===== src/rtl/adc_fifo_pkg.sv =====
package adc_fifo_pkg;
  localparam int RES_W  = 10;
  localparam int CHAN_W = 5;
  localparam int WORD_W = RES_W + 1 + CHAN_W;

  typedef struct packed {
    logic [RES_W-1:0]  res;
    logic              tag;
    logic [CHAN_W-1:0] chan;
  } entry_t;
endpackage


===== src/rtl/adc_fifo_store.sv =====
module adc_fifo_store
  import adc_fifo_pkg::*;
#(
  parameter  int DEPTH = 4,
  localparam int CW    = $clog2(DEPTH)
) (
  input  logic      clk_i,
  input  logic      rst_ni,
  input  logic      clr_i,
  input  logic      push_i,
  input  logic      pop_i,
  input  entry_t    entry_i,
  output entry_t    head_o,
  output logic [CW:0] count_o
);
  logic [CW-1:0] wr_ptr_q, rd_ptr_q;
  logic [CW:0]   count_q;
  entry_t        slot_q [DEPTH];

  function automatic logic [CW-1:0] ptr_inc(input logic [CW-1:0] p);
    return (p == CW'(DEPTH-1)) ? '0 : p + 1'b1;
  endfunction

  for (genvar g = 0; g < DEPTH; g++) begin : g_slot
    always_ff @(posedge clk_i or negedge rst_ni) begin
      if (!rst_ni)                                    slot_q[g] <= '0;
      else if (push_i && !clr_i && wr_ptr_q == CW'(g)) slot_q[g] <= entry_i;
    end
  end

  always_ff @(posedge clk_i or negedge rst_ni) begin
    if (!rst_ni) begin
      wr_ptr_q <= '0;
      rd_ptr_q <= '0;
      count_q  <= '0;
    end else if (clr_i) begin
      wr_ptr_q <= '0;
      rd_ptr_q <= '0;
      count_q  <= '0;
    end else begin
      if (push_i) wr_ptr_q <= ptr_inc(wr_ptr_q);
      if (pop_i)  rd_ptr_q <= ptr_inc(rd_ptr_q);
      case ({push_i, pop_i})
        2'b10:   count_q <= count_q + 1'b1;
        2'b01:   count_q <= count_q - 1'b1;
        default: count_q <= count_q;
      endcase
    end
  end

  assign head_o  = slot_q[rd_ptr_q];
  assign count_o = count_q;


  count_bound_chk: assert property (@(posedge clk_i) disable iff (!rst_ni)
    count_q <= (CW+1)'(DEPTH));


  clr_resets_chk: assert property (@(posedge clk_i) disable iff (!rst_ni)
    clr_i |=> (count_q == '0 && rd_ptr_q == wr_ptr_q));
endmodule


===== src/rtl/adc_fifo_status.sv =====
module adc_fifo_status #(
  parameter  int DEPTH = 4,
  localparam int CW    = $clog2(DEPTH)
) (
  input  logic          clk_i,
  input  logic          rst_ni,
  input  logic          clr_i,
  input  logic          push_i,
  input  logic          pop_i,
  input  logic          drop_i,
  input  logic [CW:0]   count_i,
  input  logic [CW-1:0] thresh_i,
  input  logic          ovf_clr_i,
  input  logic          irq_clr_i,
  output logic          ovf_o,
  output logic          irq_flag_o
);
  logic        ovf_q, irq_q;
  logic [CW:0] count_after;
  logic        hit;

  always_comb begin
    count_after = count_i + (CW+1)'(push_i) - (CW+1)'(pop_i);
    hit         = push_i && (count_after == ({1'b0, thresh_i} + 1'b1));
  end

  always_ff @(posedge clk_i or negedge rst_ni) begin
    if (!rst_ni) begin
      ovf_q <= 1'b0;
      irq_q <= 1'b0;
    end else begin
      if (drop_i)                    ovf_q <= 1'b1;
      else if (ovf_clr_i || clr_i)   ovf_q <= 1'b0;
      if (hit)                       irq_q <= 1'b1;
      else if (irq_clr_i)            irq_q <= 1'b0;
    end
  end

  assign ovf_o      = ovf_q;
  assign irq_flag_o = irq_q;


  ovf_cause_chk: assert property (@(posedge clk_i) disable iff (!rst_ni)
    $rose(ovf_q) |-> $past(drop_i));


  irq_cause_chk: assert property (@(posedge clk_i) disable iff (!rst_ni)
    $rose(irq_q) |-> $past(push_i));


  ovf_sticky_chk: assert property (@(posedge clk_i) disable iff (!rst_ni)
    (ovf_q && !ovf_clr_i && !clr_i) |=> ovf_q);
endmodule


===== src/rtl/adc_fifo_rdport.sv =====
module adc_fifo_rdport
  import adc_fifo_pkg::*;
(
  input  logic              clk_i,
  input  logic              rst_ni,
  input  logic              strobe_i,
  input  logic              valid_i,
  input  logic              layout_i,
  input  entry_t            head_i,
  output logic [WORD_W-1:0] data_o
);
  logic [WORD_W-1:0] word_d, data_q;

  always_comb begin
    if (layout_i) word_d = {{(WORD_W-RES_W){1'b0}}, head_i.res};
    else          word_d = {head_i.res, head_i.tag, head_i.chan};
  end

  always_ff @(posedge clk_i or negedge rst_ni) begin
    if (!rst_ni)                  data_q <= '0;
    else if (strobe_i && valid_i) data_q <= word_d;
  end

  assign data_o = data_q;


  right_just_chk: assert property (@(posedge clk_i) disable iff (!rst_ni)
    (strobe_i && valid_i && layout_i) |=> (data_q[WORD_W-1:RES_W] == '0));


  empty_hold_chk: assert property (@(posedge clk_i) disable iff (!rst_ni)
    (strobe_i && !valid_i) |=> $stable(data_q));
endmodule


===== src/rtl/adc_result_fifo.sv =====
module adc_result_fifo
  import adc_fifo_pkg::*;
#(
  parameter  int DEPTH = 4,
  localparam int CW    = $clog2(DEPTH)
) (
  input  logic              clk_i,
  input  logic              rst_ni,
  input  logic              wr_valid_i,
  input  logic [RES_W-1:0]  wr_result_i,
  input  logic              wr_tag_i,
  input  logic [CHAN_W-1:0] wr_chan_i,
  input  logic              rd_lo_i,
  input  logic              rd_hi_i,
  input  logic              clr_i,
  input  logic              ovf_clr_i,
  input  logic              irq_clr_i,
  input  logic [CW-1:0]     thresh_i,
  input  logic              irq_en_i,
  input  logic              layout_i,
  output logic [WORD_W-1:0] rd_data_o,
  output logic              empty_o,
  output logic              full_o,
  output logic              ovf_o,
  output logic              irq_flag_o,
  output logic              irq_o
);
  logic [CW:0] count;
  entry_t      head, wr_entry;
  logic        push, pop, drop;

  assign wr_entry = '{res: wr_result_i, tag: wr_tag_i, chan: wr_chan_i};
  assign empty_o  = (count == '0);
  assign full_o   = (count == (CW+1)'(DEPTH));
  assign push     = wr_valid_i && !full_o && !clr_i;
  assign drop     = wr_valid_i &&  full_o && !clr_i;
  assign pop      = rd_hi_i && !empty_o && !clr_i;

  adc_fifo_store #(.DEPTH(DEPTH)) u_store (
    .clk_i, .rst_ni, .clr_i,
    .push_i (push),
    .pop_i  (pop),
    .entry_i(wr_entry),
    .head_o (head),
    .count_o(count)
  );

  adc_fifo_status #(.DEPTH(DEPTH)) u_status (
    .clk_i, .rst_ni, .clr_i,
    .push_i    (push),
    .pop_i     (pop),
    .drop_i    (drop),
    .count_i   (count),
    .thresh_i,
    .ovf_clr_i,
    .irq_clr_i,
    .ovf_o,
    .irq_flag_o
  );

  adc_fifo_rdport u_rdport (
    .clk_i, .rst_ni,
    .strobe_i(rd_lo_i || rd_hi_i),
    .valid_i (!empty_o),
    .layout_i,
    .head_i  (head),
    .data_o  (rd_data_o)
  );

  assign irq_o = irq_flag_o && irq_en_i;


  full_drop_chk: assert property (@(posedge clk_i) disable iff (!rst_ni)
    (full_o && wr_valid_i && !rd_hi_i && !clr_i) |=> full_o);


  first_write_chk: assert property (@(posedge clk_i) disable iff (!rst_ni)
    (empty_o && wr_valid_i && !clr_i) |=> !empty_o);


  empty_pop_chk: assert property (@(posedge clk_i) disable iff (!rst_ni)
    (empty_o && rd_hi_i && !wr_valid_i) |=> empty_o);


  clear_empty_chk: assert property (@(posedge clk_i) disable iff (!rst_ni)
    clr_i |=> (empty_o && !full_o && !ovf_o));
endmodule


===== config.mk =====
export PLATFORM = sky130hd
export DESIGN_NAME = adc_result_fifo
export DESIGN_NICKNAME = d
export VERILOG_FILES = /design/src/rtl/adc_fifo_pkg.sv /design/src/rtl/adc_fifo_store.sv /design/src/rtl/adc_fifo_status.sv /design/src/rtl/adc_fifo_rdport.sv /design/src/rtl/adc_result_fifo.sv
export SDC_FILE = /design/constraint.sdc
export NUM_CORES = 1
export LEC_CHECK = 0
export BUFFER_PORTS_ARGS = -buffer_cell sky130_fd_sc_hd__buf_2
export CAP_MARGIN = 20
export CORE_MARGIN = 5
export CORE_UTILIZATION = 53
export DETAILED_ROUTE_END_ITERATION = 10
export PLACE_DENSITY = 0.76
export SYNTH_ARGS = -nofsm -noshare
export SYNTH_HDL_FRONTEND = slang
export SYNTH_SLANG_ARGS = --single-unit
export TNS_END_PERCENT = 10

===== constraint.sdc =====
create_clock -name clk_i -period 2.7 [get_ports clk_i]
set_clock_uncertainty 0.15 [all_clocks]
set_input_delay 0.27 -clock clk_i [delete_from_list [all_inputs] [get_ports clk_i]]
set_output_delay 0.27 -clock clk_i [all_outputs]
set_load 0.02 [all_outputs]

==> flow_metrics.tcl <==
set metrics [dict create \
    status "completed" \
    power_density_nw_per_um2 911.6 \
    cts-root-buf "clkbuf_8" \
    relSlewSlack_pct 62.63 \
    hold_viol 0 \
    grt_pass1_vias 3162 \
    ys_ff_latch 89 \
    ir_worst_vdd_uv 637.8 \
    yosysSeqAreaShare_pct 51.65 \
    avgRoutedWirePerCell_microns 18.17 \
    r2r_setup_slack_ps 140 \
    final_nets 440 \
    grt_usage_pct 19.87 \
    initial_core_util_pct 55.22 \
    hold_class "input port to register" \
    maxCapViolations 0 \
    leakage_nw 2.271 \
    crit_required_ps 2830 \
    drtIter0Drc 114 \
    cts_buffers 9 \
    synth_cells 349 \
    avgViaCountPerCell 5.667 \
    row_count 32 \
    min_period_ps 2559 \
    period_share_pct 94.78 \
    n_antenna_cell 0 \
    start_kind "register" \
    whs_ps 28.56 \
    critPathKind "register to register" \
    drv_slew 0 \
    crit_path_end_kind "register" \
    busiest_layer "met2" \
    clk_latency_ps 360 \
    cts_sinks 89 \
    setup_viol 0 \
    fmax_mhz 390.8 \
    route.vias.total 2890 \
    worst_pin_slew_ps 560.6 \
    core_sq_um 7807 \
    worstPathArrival_ps 2690 \
    synth_cell_types 38 \
    wl_microns 9266 \
    io_pins 49 \
    syn_avg_cell_area_sq_um 12.35 \
    drive_gt1_share_pct 43.63 \
    h-tree-depth 3 \
    critPathMaxFanout 6 \
    antenna_found_initial 0 \
    die_y_microns 100.2 \
    gp_congestion 0.8071 \
    syn_nets 386 \
    drc 0 \
    first_pass_iters 4 \
    dpl_cell_area_sq_um 4647 \
    clkTransAtPathRegs_ps 90 \
    grt_use_met3_pct 5.907 \
    gr-usage-met1_pct 25.07 \
    grt-ovfl-total 0 \
    design_area_sq_um 4897 \
    hpwl_microns 6334 \
    area_growth_syn_to_layout_pct 13.58 \
    ant_nets 0 \
    grt_pass1_wl_microns 15610 \
    fp.dieW_microns 100.2 \
    grt_max_degree 49 \
    die_area_sq_um 10040 \
    cts_tree "built" \
    synth_area_sq_um 4312 \
    clockBufferDepth 2 \
    numPortBuffers 48 \
    yosysWarningCount 0 \
    grtUsageMet2_pct 32.98 \
]
==> cell usage in the layout (no fill, tap or decap), types with 3 or more instances in the layout <==
| master | instances |
|---|---|
| inv_1 | 7 |
| nor2_1 | 14 |
| dfrtp_2 | 3 |
| clkbuf_8 | 10 |
| o31ai_1 | 8 |
| buf_4 | 12 |
| nand2_2 | 4 |
| xnor2_1 | 5 |
| nand2b_1 | 3 |
| o21ai_0 | 15 |
| mux2i_1 | 8 |
| buf_2 | 47 |
| ha_1 | 7 |
| a21oi_1 | 9 |
| xor2_1 | 4 |
| dfrtp_1 | 86 |
| mux2_2 | 89 |
| nand2_1 | 25 |
| o22ai_1 | 16 |
==> stage by stage <==
stage | setup slack, ps | power, mW | TNS, ps | utilization [%] | cells
2_1_floorplan | 111.1 | 3.150 | 0 | - | 349
3_3_place_gp | 233.3 | 3.543 | 0 | 59.52 | 487
3_5_place_dp | 90.00 | 3.630 | 0 | 59.52 | 487
4_1_cts | 60.60 | 4.480 | 0 | 62.08 | 505
5_1_grt | -6.930 | 4.760 | -6.930 | 62.72 | 510
6_report | 141.0 | 4.464 | 0 | 62.72 | 510
==> registers in the layout (all words and copies together), names as in the netlist <==
name and count:
u_store.count_o 3, u_status.irq_flag_o 1, u_store.rd_ptr_q 2, u_store.slot_q 64, u_rdport.data_o 16, u_status.ovf_o 1
u_store.wr_ptr_q 2
==> cell families (layout without fill, tap and decap cells) <==
group	after synthesis	after routing	synth area share, %
compound gates	58	58	8.445
xor+xnor	9	9	1.828
fa+ha+maj	9	9	2.960
buf+inv	27	86	3.221
flops	89	89	51.65
mux	97	97	25.10
simple gates	60	60	6.790
==> routing by layer <==
layer | wire [microns] | share of wire, %
met1 | 4061 | 44
met4 | 173 | 1.9
met2 | 4664 | 50
met3 | 367 | 4.0
met5 | 0 | 0
==> critical path: stages, from the launching register on <==
cell     delay (ps)
dfrtp_2         470
or3b_4          290
inv_2            70
nor3b_4         340
ha_1            210
inv_1            50
fa_1            370
xor2_1          180
xnor2_1         180
nand4_1         100
o21ai_0          80
==> Yosys cell counts, drive strengths merged <==
| cell | count | area (sq um) |
|---|---|---|
| a2111oi | 1 | 8.760 |
| a211o | 1 | 8.760 |
| a211oi | 1 | 7.510 |
| a21o | 1 | 7.510 |
| a21oi | 9 | 45.04 |
| a221o | 2 | 20.02 |
| and2 | 2 | 12.51 |
| buf | 11 | 78.82 |
| clkbuf | 8 | 30.03 |
| dfrtp | 89 | 2227 |
| fa | 2 | 40.04 |
| ha | 7 | 87.58 |
| inv | 8 | 30.03 |
| mux2 | 89 | 1002 |
| mux2i | 8 | 80.08 |
| nand2 | 29 | 118.9 |
| nand2b | 3 | 18.77 |
| nand3 | 2 | 10.01 |
| nand3b | 1 | 7.510 |
| nand4 | 2 | 12.51 |
| nor2 | 14 | 52.55 |
| nor2b | 2 | 12.51 |
| nor3 | 1 | 5.000 |
| nor3b | 1 | 18.77 |
| o21a | 1 | 7.510 |
| o21ai | 15 | 75.07 |
| o21bai | 1 | 7.510 |
| o22a | 1 | 8.760 |
| o22ai | 16 | 100.1 |
| o31ai | 9 | 67.56 |
| or2 | 2 | 12.51 |
| or3b | 1 | 11.26 |
| xnor2 | 5 | 43.79 |
| xor2 | 4 | 35.03 |
==> what timing repair did <==
item                                    4_1_cts  5_1_grt
buffers inserted                              0        5
resized for setup                             0        4
endpoints found under the hold margin        42        0
endpoints found under the setup margin        0        1
hold buffers                                  2        0
==> final timing paths <==
check / to / cells past startpoint / startpoint
worst max-delay path: u_status.irq_flag_o / 10 / u_store.count_o[2]
worst min-delay path: u_store.slot_q[46] / 2 / wr_result_i[8]
worst max register to register: u_status.irq_flag_o / 10 / u_store.count_o[2]
worst min register to register: u_rdport.data_o[5] / 2 / u_rdport.data_o[5]
max in group asynchronous: u_store.slot_q[12] / 3 / rst_ni
min in group asynchronous: u_store.slot_q[26] / 2 / rst_ni
==> final cells by class <==
type                    count  area, sq um
fillers                   658         2910
flip-flops and latches     89         2231
multi-input cells         233         1963
repair buffers             62        365.4
clock buffers              11        141.4
well taps                 102        127.6
clock inverters             5        38.79
inverters                   8        30.03
==> power breakdown <==
part	switching (mW)	leakage, nW	internal, mW
logic	0.750	1.06	0.751
registers	0.278	1.12	1.83
clock network	0.486	0.0903	0.367
No activity file was read; power rests on OpenSTA's default activity.
